## config.mk

```make
export PLATFORM = sky130hd
export DESIGN_NAME = gapbuf_line
export DESIGN_NICKNAME = d
export VERILOG_FILES = /design/src/rtl/gapbuf_pkg.sv /design/src/rtl/gapbuf_ram.sv /design/src/rtl/gapbuf_wr.sv /design/src/rtl/gapbuf_rd.sv /design/src/rtl/gapbuf_line.sv
export SDC_FILE = /design/constraint.sdc
export NUM_CORES = 1
export LEC_CHECK = 0
export BUFFER_PORTS_ARGS = -buffer_cell sky130_fd_sc_hd__buf_2
export CAP_MARGIN = 10
export CELL_PAD_IN_SITES_DETAIL_PLACEMENT = 1
export CELL_PAD_IN_SITES_GLOBAL_PLACEMENT = 1
export CORE_ASPECT_RATIO = 1.75
export CORE_MARGIN = 2
export CORE_UTILIZATION = 62
export CTS_BUF_LIST = sky130_fd_sc_hd__clkbuf_4
export DETAILED_ROUTE_END_ITERATION = 10
export GPL_ROUTABILITY_DRIVEN = 0
export PLACE_DENSITY = 0.93
export SLEW_MARGIN = 20
export SYNTH_ARGS = -nofsm -noshare
export SYNTH_HDL_FRONTEND = slang
export SYNTH_SLANG_ARGS = --single-unit
```

## constraint.sdc

```tcl
create_clock -name clk -period 10.8 [get_ports clk]
set_input_delay 2.16 -clock clk [delete_from_list [all_inputs] [get_ports clk]]
set_output_delay 2.16 -clock clk [all_outputs]
set_load 0.05 [all_outputs]
```

## src/rtl/gapbuf_pkg.sv

```systemverilog
package gapbuf_pkg;

  typedef struct packed {
    logic hs;
    logic he;
    logic vs;
    logic ve;
  } gb_flags_t;

  // beats held per lane for one line
  function automatic int gb_lane_depth(int max_line, int ppc);
    return max_line / ppc;
  endfunction

  // line length recorded when the line-end beat lands at position pos
  function automatic int gb_line_len(int pos, int depth);
    return (pos >= depth) ? depth : pos + 1;
  endfunction

  // storage slot for a beat at position pos; only the line end may use a clipped slot
  function automatic int gb_slot(int pos, int depth);
    return (pos >= depth) ? depth - 1 : pos;
  endfunction

endpackage

```

## src/rtl/gapbuf_ram.sv

```systemverilog
module gapbuf_ram #(
  parameter int W  = 8,
  parameter int AW = 5
) (
  input  logic          clk,
  input  logic          we,
  input  logic [AW-1:0] waddr,
  input  logic [W-1:0]  wdata,
  input  logic          re,
  input  logic [AW-1:0] raddr,
  output logic [W-1:0]  rdata
);
  localparam int N = 1 << AW;

  logic [W-1:0] mem [N];

  always_ff @(posedge clk) begin
    if (we) mem[waddr] <= wdata;
    if (re) rdata <= mem[raddr];
  end
endmodule

```

## src/rtl/gapbuf_wr.sv

```systemverilog
module gapbuf_wr
  import gapbuf_pkg::*;
#(
  parameter int DEPTH = 16,
  parameter int AW    = $clog2(DEPTH),
  parameter int LW    = $clog2(DEPTH + 1)
) (
  input  logic          clk,
  input  logic          rst_n,
  input  logic          in_vld,
  input  logic          in_hs,
  input  logic          in_he,
  output logic          wr_en,
  output logic [AW:0]   wr_addr,
  output logic          done,
  output logic [LW-1:0] done_len,
  output logic          done_bank,
  output logic          ovf
);
  logic [LW-1:0] wcnt;
  logic [LW-1:0] pos;
  logic          bank;
  logic          over;
  logic [AW-1:0] slot;

  assign pos     = in_hs ? '0 : wcnt;
  assign over    = pos >= LW'(DEPTH);
  assign slot    = AW'(gb_slot(int'(pos), DEPTH));
  assign wr_en   = in_vld && (!over || in_he);
  assign wr_addr = {bank, slot};

  always_ff @(posedge clk) begin
    if (!rst_n) begin
      wcnt      <= '0;
      bank      <= 1'b0;
      done      <= 1'b0;
      done_len  <= '0;
      done_bank <= 1'b0;
      ovf       <= 1'b0;
    end else begin
      done <= in_vld && in_he;
      if (in_vld && !over) wcnt <= pos + LW'(1);
      if (in_vld && over) ovf <= 1'b1;
      if (in_vld && in_he) begin
        done_len  <= LW'(gb_line_len(int'(pos), DEPTH));
        done_bank <= bank;
        bank      <= ~bank;
      end
    end
  end

  p_ovf_sticky_r8: assert property (@(posedge clk) disable iff (!rst_n)
    ovf |=> ovf);
  p_len_range_r8: assert property (@(posedge clk) disable iff (!rst_n)
    done |-> (done_len != '0) && (done_len <= LW'(DEPTH)));
  p_bank_flip_r2: assert property (@(posedge clk) disable iff (!rst_n)
    done |-> (done_bank != wr_addr[AW]));
endmodule

```

## src/rtl/gapbuf_rd.sv

```systemverilog
module gapbuf_rd #(
  parameter int DEPTH = 16,
  parameter int AW    = $clog2(DEPTH),
  parameter int LW    = $clog2(DEPTH + 1)
) (
  input  logic          clk,
  input  logic          rst_n,
  input  logic          start,
  input  logic [LW-1:0] start_len,
  input  logic          start_bank,
  output logic          rd_en,
  output logic [AW:0]   rd_addr,
  output logic          beat_vld
);
  logic          act;
  logic          bank;
  logic [LW-1:0] ptr;
  logic [LW-1:0] len;
  logic          last;

  assign last    = act && (ptr == len - LW'(1));
  assign rd_en   = act;
  assign rd_addr = {bank, ptr[AW-1:0]};

  always_ff @(posedge clk) begin
    if (!rst_n) begin
      act      <= 1'b0;
      bank     <= 1'b0;
      ptr      <= '0;
      len      <= '0;
      beat_vld <= 1'b0;
    end else begin
      beat_vld <= act;
      if (start) begin
        act  <= 1'b1;
        ptr  <= '0;
        len  <= start_len;
        bank <= start_bank;
      end else if (act) begin
        if (last) act <= 1'b0;
        else ptr <= ptr + LW'(1);
      end
    end
  end

  p_no_overlap_r5: assert property (@(posedge clk) disable iff (!rst_n)
    start |-> (!act || last));
  p_run_unbroken_r4: assert property (@(posedge clk) disable iff (!rst_n)
    (act && !last) |=> act);
endmodule

```

## src/rtl/gapbuf_line.sv

```systemverilog
module gapbuf_line
  import gapbuf_pkg::*;
#(
  parameter int PIX_W    = 8,
  parameter int PPC      = 4,
  parameter int MAX_LINE = 64
) (
  input  logic                 clk,
  input  logic                 rst_n,
  input  logic [PPC*PIX_W-1:0] in_pix,
  input  logic                 in_vld,
  input  logic                 in_hs,
  input  logic                 in_he,
  input  logic                 in_vs,
  input  logic                 in_ve,
  output logic [PPC*PIX_W-1:0] out_pix,
  output logic                 out_vld,
  output logic                 out_hs,
  output logic                 out_he,
  output logic                 out_vs,
  output logic                 out_ve,
  output logic                 ovf_sticky
);
  localparam int DEPTH = gb_lane_depth(MAX_LINE, PPC);
  localparam int AW    = (DEPTH > 1) ? $clog2(DEPTH) : 1;
  localparam int LW    = $clog2(DEPTH + 1);

  logic          wr_en, rd_en, line_done, done_bank, beat_vld;
  logic [AW:0]   wr_addr, rd_addr;
  logic [LW-1:0] done_len;
  gb_flags_t     wflags, rflags;
  logic [PPC*PIX_W-1:0] rpix;

  assign wflags = '{hs: in_hs, he: in_he, vs: in_vs, ve: in_ve};

  gapbuf_wr #(.DEPTH(DEPTH), .AW(AW), .LW(LW)) u_wr (
    .clk(clk), .rst_n(rst_n), .in_vld(in_vld), .in_hs(in_hs), .in_he(in_he),
    .wr_en(wr_en), .wr_addr(wr_addr), .done(line_done), .done_len(done_len),
    .done_bank(done_bank), .ovf(ovf_sticky)
  );

  gapbuf_rd #(.DEPTH(DEPTH), .AW(AW), .LW(LW)) u_rd (
    .clk(clk), .rst_n(rst_n), .start(line_done), .start_len(done_len),
    .start_bank(done_bank), .rd_en(rd_en), .rd_addr(rd_addr), .beat_vld(beat_vld)
  );

  gapbuf_ram #(.W($bits(gb_flags_t)), .AW(AW + 1)) u_flag_ram (
    .clk(clk), .we(wr_en), .waddr(wr_addr), .wdata(wflags),
    .re(rd_en), .raddr(rd_addr), .rdata(rflags)
  );

  for (genvar k = 0; k < PPC; k++) begin : g_lane
    gapbuf_ram #(.W(PIX_W), .AW(AW + 1)) u_pix_ram (
      .clk(clk), .we(wr_en), .waddr(wr_addr), .wdata(in_pix[k*PIX_W +: PIX_W]),
      .re(rd_en), .raddr(rd_addr), .rdata(rpix[k*PIX_W +: PIX_W])
    );
  end

  assign out_vld = beat_vld;
  assign out_pix = beat_vld ? rpix : '0;
  assign out_hs  = beat_vld & rflags.hs;
  assign out_he  = beat_vld & rflags.he;
  assign out_vs  = beat_vld & rflags.vs;
  assign out_ve  = beat_vld & rflags.ve;

  p_contig_r4: assert property (@(posedge clk) disable iff (!rst_n)
    (out_vld && !out_he) |=> out_vld);
  p_vs_at_start_r7: assert property (@(posedge clk) disable iff (!rst_n)
    out_vs |-> out_hs);
  p_line_head_r3: assert property (@(posedge clk) disable iff (!rst_n)
    $rose(out_vld) |-> out_hs);
endmodule

```

-- Word-level counts from Yosys, hierarchy flattened
Memory sizes are Yosys's and may differ from the RTL's. A register that Yosys moved wholly into a read port is not among the register bits.
Cells that the tools add are included.
- register bits after elaboration: 27
- bits in latches: 0
- RAM bits: 1152
- bits in read-only memories: 0
- bits of input ports: 39
- output and inout bits: 38
- word-level logic and storage cells: 48
- memories: 5
- memory list (memory ; depth ; width ; read ports ; clocked after Yosys merged registers in ; wr ports ; line ; RTL):
    g_lane[0].u_pix_ram.mem ; 32 ; 8 ; 1 ; 1 ; 1 ; gapbuf_ram.sv:15 ; logic [W-1:0] mem [N];
    g_lane[1].u_pix_ram.mem ; 32 ; 8 ; 1 ; 1 ; 1 ; gapbuf_ram.sv:15 ;
    g_lane[2].u_pix_ram.mem ; 32 ; 8 ; 1 ; 1 ; 1 ; gapbuf_ram.sv:15 ;
    g_lane[3].u_pix_ram.mem ; 32 ; 8 ; 1 ; 1 ; 1 ; gapbuf_ram.sv:15 ;
    u_flag_ram.mem ; 32 ; 4 ; 1 ; 1 ; 1 ; gapbuf_ram.sv:15 ;
- add/sub/neg operators: 4
- multiply operators: 0
- div/mod/pow operators: 0
- magnitude comparators: 2
- eq/ne operators: 1
- shift-type cells: 0
- muxes and demuxes: 9
- bitwise logic cells: 7
- reduce and logical (&&, ||, !) cells: 9
- operators with widths (kind ; count):
    $mux 32 ; 1
    $add 5x1->5 const B ; 3
    $ge 5x5->1 const B ; 2
    $mux 5 ; 2
    $eq 5x5->1 ; 1
    $logic_and 1x1->1 ; 5
    $mux 1 ; 5
    $sub 5x1->5 const B ; 1
    $and 1x1->1 ; 4
    $mux 4 ; 1
    $not 1->1 ; 3
    $reduce_and 2->1 ; 1
    $reduce_or 2->1 ; 1
    $logic_not 1->1 ; 1
    $logic_or 1x1->1 ; 1

-- Logic depth before layout (Yosys ltp)
- depth in word-level cells: 7
- mapped depth: 8
- depth with buffers taken out: 7

-- Hierarchy
A second synthesis with hierarchy kept.
- cell total of the unflattened synthesis: 2094
- area, all modules: 47347.9 sq um
- modules (own cells, without submodules) (module ; times used ; cells each ; area an instance (sq um) ; sequential area each (sq um)):
    gapbuf_ram at g_lane[0].u_pix_ram ... ; 4 ; 417 ; 10133.5 ; 7927.6
    gapbuf_ram at u_flag_ram ; 1 ; 231 ; 5178.7 ; 3963.8
    gapbuf_rd ; 1 ; 80 ; 732.0 ; 260.2
    gapbuf_wr ; 1 ; 76 ; 618.1 ; 280.3
    gapbuf_line ; 1 ; 39 ; 285.3 ; 0.0

-- Worst setup path before layout
Ideal clock, no wire load.
- kind: input port to flip-flop
- start point: input port in_hs
- end point: memory g_lane[0].u_pix_ram.mem[16][0], enable pin
- library setup time: 0.429 ns
- arrival: 4.583 ns
- data required time: 10.371 ns
- setup slack: 5.788 ns
- stages: 6
- path buffers: 2
- cell sequence: nand2b_1 buf_2 nand2_1 or3_1 clkbuf_1 nor2_1
- cells in the longest elaborated chain, start to end: 7
- elaborated cells on any way between the ends: 9
- classes of those cells: order compare (2); mux (4); reduce/logical (3)
- RTL lines (what ; line ; RTL):
    from (decl) ; gapbuf_line.sv:12 ; input logic in_hs,
    $mux 5 (*) ; gapbuf_wr.sv:26 ; assign pos = in_hs ? '0 : wcnt;
    $ge 5x5->1 ; gapbuf_pkg.sv:22, gapbuf_wr.sv:27 ;
    $logic_not 1->1 ; gapbuf_wr.sv:29 ; assign wr_en = in_vld && (!over || in_he);
    $logic_or 1x1->1 ; gapbuf_wr.sv:29 ;
    $logic_and 1x1->1 ; gapbuf_wr.sv:29 ;
    $mux 1 ; gapbuf_ram.sv:18 ; if (we) mem[waddr] <= wdata;
    $mux 1 (not written as such) ; gapbuf_ram.sv:18 ;
    to (decl) ; gapbuf_ram.sv:15 ;
Every way passes the cells marked *; elsewhere a longest branch is shown, timed or not.

-- Worst setup path in the final report
- start point: register u_rd.beat_vld
- end point: output port out_pix[17]
- cells in the longest elaborated chain, start to end: 1
- RTL lines (what ; line ; RTL):
    from (decl) ; gapbuf_rd.sv:13 ; output logic beat_vld
    from (signal assigned) ; gapbuf_rd.sv:33 ; beat_vld <= act;
    $mux 32 ; gapbuf_line.sv:60 ; assign out_pix = beat_vld ? rpix : '0;
    to (decl) ; gapbuf_line.sv:16 ; output logic [PPC*PIX_W-1:0] out_pix,
Every way passes these cells.

==> impl_metrics.tcl <==
set metrics [dict create \
    cp_data_required_time_ns 8.64 \
    drt_iter0_markers 4846 \
    vias_per_cell 7.35 \
    coreArea_mm2 0.0751 \
    cts_resized 0 \
    synth_top_area_share_pct 76.1 \
    holdBufCountCts 0 \
    drt_pre_antenna_iters 6 \
    start_kind "flop" \
    crit_path_end_kind "primary output" \
    clock_latency_ns 1.22 \
    rows 133 \
    synth_top_area_cell "edfxtp_1" \
    cp_max_fo 20 \
    numCtsBuffers 277 \
    drc_errors 0 \
    overflow 0 \
    die_h_um 368 \
    numClockSinks 1215 \
    fin_ws_ns 5.30 \
    syn_inst 2344 \
    die_area_mm2 0.0779 \
    routed_wl_mm 166 \
    yosys-top-cells-area "edfxtp_1 76%, mux2i_1 7.8%, mux4_2 6.9%, dfxtp_1 1.2%, a22oi_1 1.1%" \
    rsz0062_at_grt "false" \
    fillers 5979 \
    postCtsSetupBuffers 0 \
    io_pins 77 \
    initial_utilization_pct 62.5 \
    worst_slew_pin_slew_ns 1.18 \
    grt_pass1_vias 28500 \
    finalSetupViolations 0 \
    hold_viol 0 \
    worstPathArrival_ns 3.34 \
    grt_usage_pct 41.6 \
    slew_violations 0 \
    cts_tree "built" \
    clock_path_buffers 4 \
    cap_violations 0 \
    avgSynthCellArea_um2 20.0 \
    skew_ns 0.106 \
    grt_pass1_wl_mm 221 \
    wl_per_cell_um 43.6 \
    syn-cell-area_mm2 0.0469 \
    htree_levels 5 \
    crit_type "flop to primary output" \
    power.density_mw_per_mm2 180 \
    startpoint "u_rd.beat_vld" \
    leakage_uw 0.0159 \
    antenna_left 0 \
    place_ws_ns 5.10 \
    yosys_warnings 0 \
    vdd_ir_drop_max_v 0.000133 \
    synth_nets 2387 \
    antenna_found_initial 9 \
    final.setup.tns_ns 0 \
    timing.rr.start "u_rd.ptr[1]" \
    status "completed" \
    port_buffers 76 \
    finalCriticalPeriod_ns 5.50 \
    slew_headroom_pct 18.8 \
    area_delta_synth_final_pct 10.7 \
    cts-root-buf "clkbuf_4" \
    drive_above_1_share_pct 25.4 \
    post-route-period-util_pct 50.9 \
    fin_nets 2659 \
    ys_types 44 \
    hold_path_class "flop to flop" \
    holdCritStartpoint "u_wr.done_len[0]" \
    dp_hpwl_mm 82.0 \
    grt_start_max_net_pins 145 \
    dieWidth_um 212 \
    vias 28000 \
    clkTransAtPathRegs_ns 0.10 \
    synth-seq-cells 1215 \
    seq_area_frac_synth_pct 77.3 \
    timing.fmax_mhz 182 \
]
placed cells by master (no fill, tap or decap), types with 37 or more instances in the layout:
cell type,netlist,layout
clkinv_1,0,59
a31oi_1,37,37
a22o_1,44,44
nand2_1,52,51
a21oi_1,42,42
clkbuf_4,0,372
mux4_2,144,144
edfxtp_1,1188,1188
and2_1,41,40
buf_2,66,76
mux2i_1,367,367
a22oi_1,67,67
worst max-delay path, stage by stage (launching register included):
cell and delay (ns):
dfxtp_1 1.12, buf_4 0.44, and2_1 0.22, buf_2 0.31
power by group:
group	switching [µW]	total (µW)	internal [µW]
Combinational	269	363	94.1
Sequential	23.4	5220	5200
Clock	2140	3740	1600
final timing paths:
kind / end / slack [ns] / depth (start not counted)
setup / recovery: out_pix[17] / 5.30 / 3
hold / removal: u_wr.done_len[0] / 0.55 / 2
setup reg to reg: g_lane[2].u_pix_ram.rdata[3] / 5.64 / 6
hold reg to reg: u_wr.done_len[0] / 0.55 / 2
synthesized netlist by cell type, drive strengths merged:
cell type / n
and3: 15
nand3: 7
a21boi: 4
or4: 2
nor3: 25
o221ai: 36
ha: 4
and2: 41
xor2: 3
a22oi: 67
nor4b: 1
a31oi: 37
nand2b: 6
clkbuf: 43
nand2: 52
nand3b: 1
or2: 1
mux4: 144
mux2i: 367
nor2: 40
o211ai: 1
a21oi: 42
buf: 91
and3b: 1
dfxtp: 27
inv: 6
o21a: 2
o21ai: 10
nand4: 3
a22o: 44
o21bai: 1
xnor2: 5
or3: 7
edfxtp: 1188
nor2b: 18
a311oi: 1
nor4bb: 1
sequential cells by signal, summed over array words and instances (netlist names):
name	count
g_lane.u_pix_ram.mem	1024
g_lane.u_pix_ram.rdata	32
u_flag_ram.mem	128
u_flag_ram.rdata	4
u_rd.bank	1
u_rd.beat_vld	1
u_rd.len	5
u_rd.ptr	5
u_rd.rd_en	1
u_wr.bank	1
u_wr.done	1
u_wr.done_bank	1
u_wr.done_len	5
u_wr.ovf	1
u_wr.wcnt	5
routing by layer:
metal | vias up | track usage (%) | share of wire, %
met2 | 2919 | 67.8 | 49
met4 | 12 | 29.8 | 9.7
met3 | 768 | 8.66 | 11
met1 | 14000 | 49.3 | 31
met5 | - | 0 | 0.048
li1 | 10300 | - | -
layout make-up:
| class | instances | area (µm²) | area share [%] |
|---|---|---|---|
| Sequential cell | 1215 | 36200 | 69.8 |
| Multi-Input combinational cell | 989 | 10200 | 19.7 |
| Clock buffer | 372 | 2790 | 5.38 |
| Tap cell | 1012 | 1270 | 2.44 |
| Timing Repair Buffer | 127 | 1040 | 2.00 |
| Clock inverter | 77 | 305 | 0.588 |
| Inverter | 6 | 22.5 | 0.0434 |
| Antenna cell | 6 | 15.0 | 0.0289 |
logic make-up after synthesis:
| family | share of synthesized area, % |
|---|---|
| xor gates and xnor gates | 0.149 |
| buffers and inverters | 1.49 |
| and+or+nand+nor | 2.43 |
| AOI/OAI and AO/OA | 3.80 |
| adders and majority gates | 0.107 |
| DFF | 77.3 |
| muxes | 14.8 |
metrics by stage:
| step | instances | util, % | hold WS [ns] | total power, µW | instance area [µm²] |
|---|---|---|---|---|---|
| 2_1_floorplan | 2344 | - | 0.443 | 5470 | 46900 |
| 4_1_cts | 3798 | 69.1 | 0.542 | 9170 | 51900 |
| 6_report | 3804 | 69.1 | 0.555 | 9330 | 51900 |
| 3_3_place_gp | 3333 | 64.5 | 0.451 | 5630 | 48400 |
| 5_1_grt | 3803 | 69.1 | 0.573 | 9480 | 51900 |
| 3_5_place_dp | 3349 | 65.0 | 0.493 | 5660 | 48800 |
No activity file was read; power rests on OpenSTA's default activity.
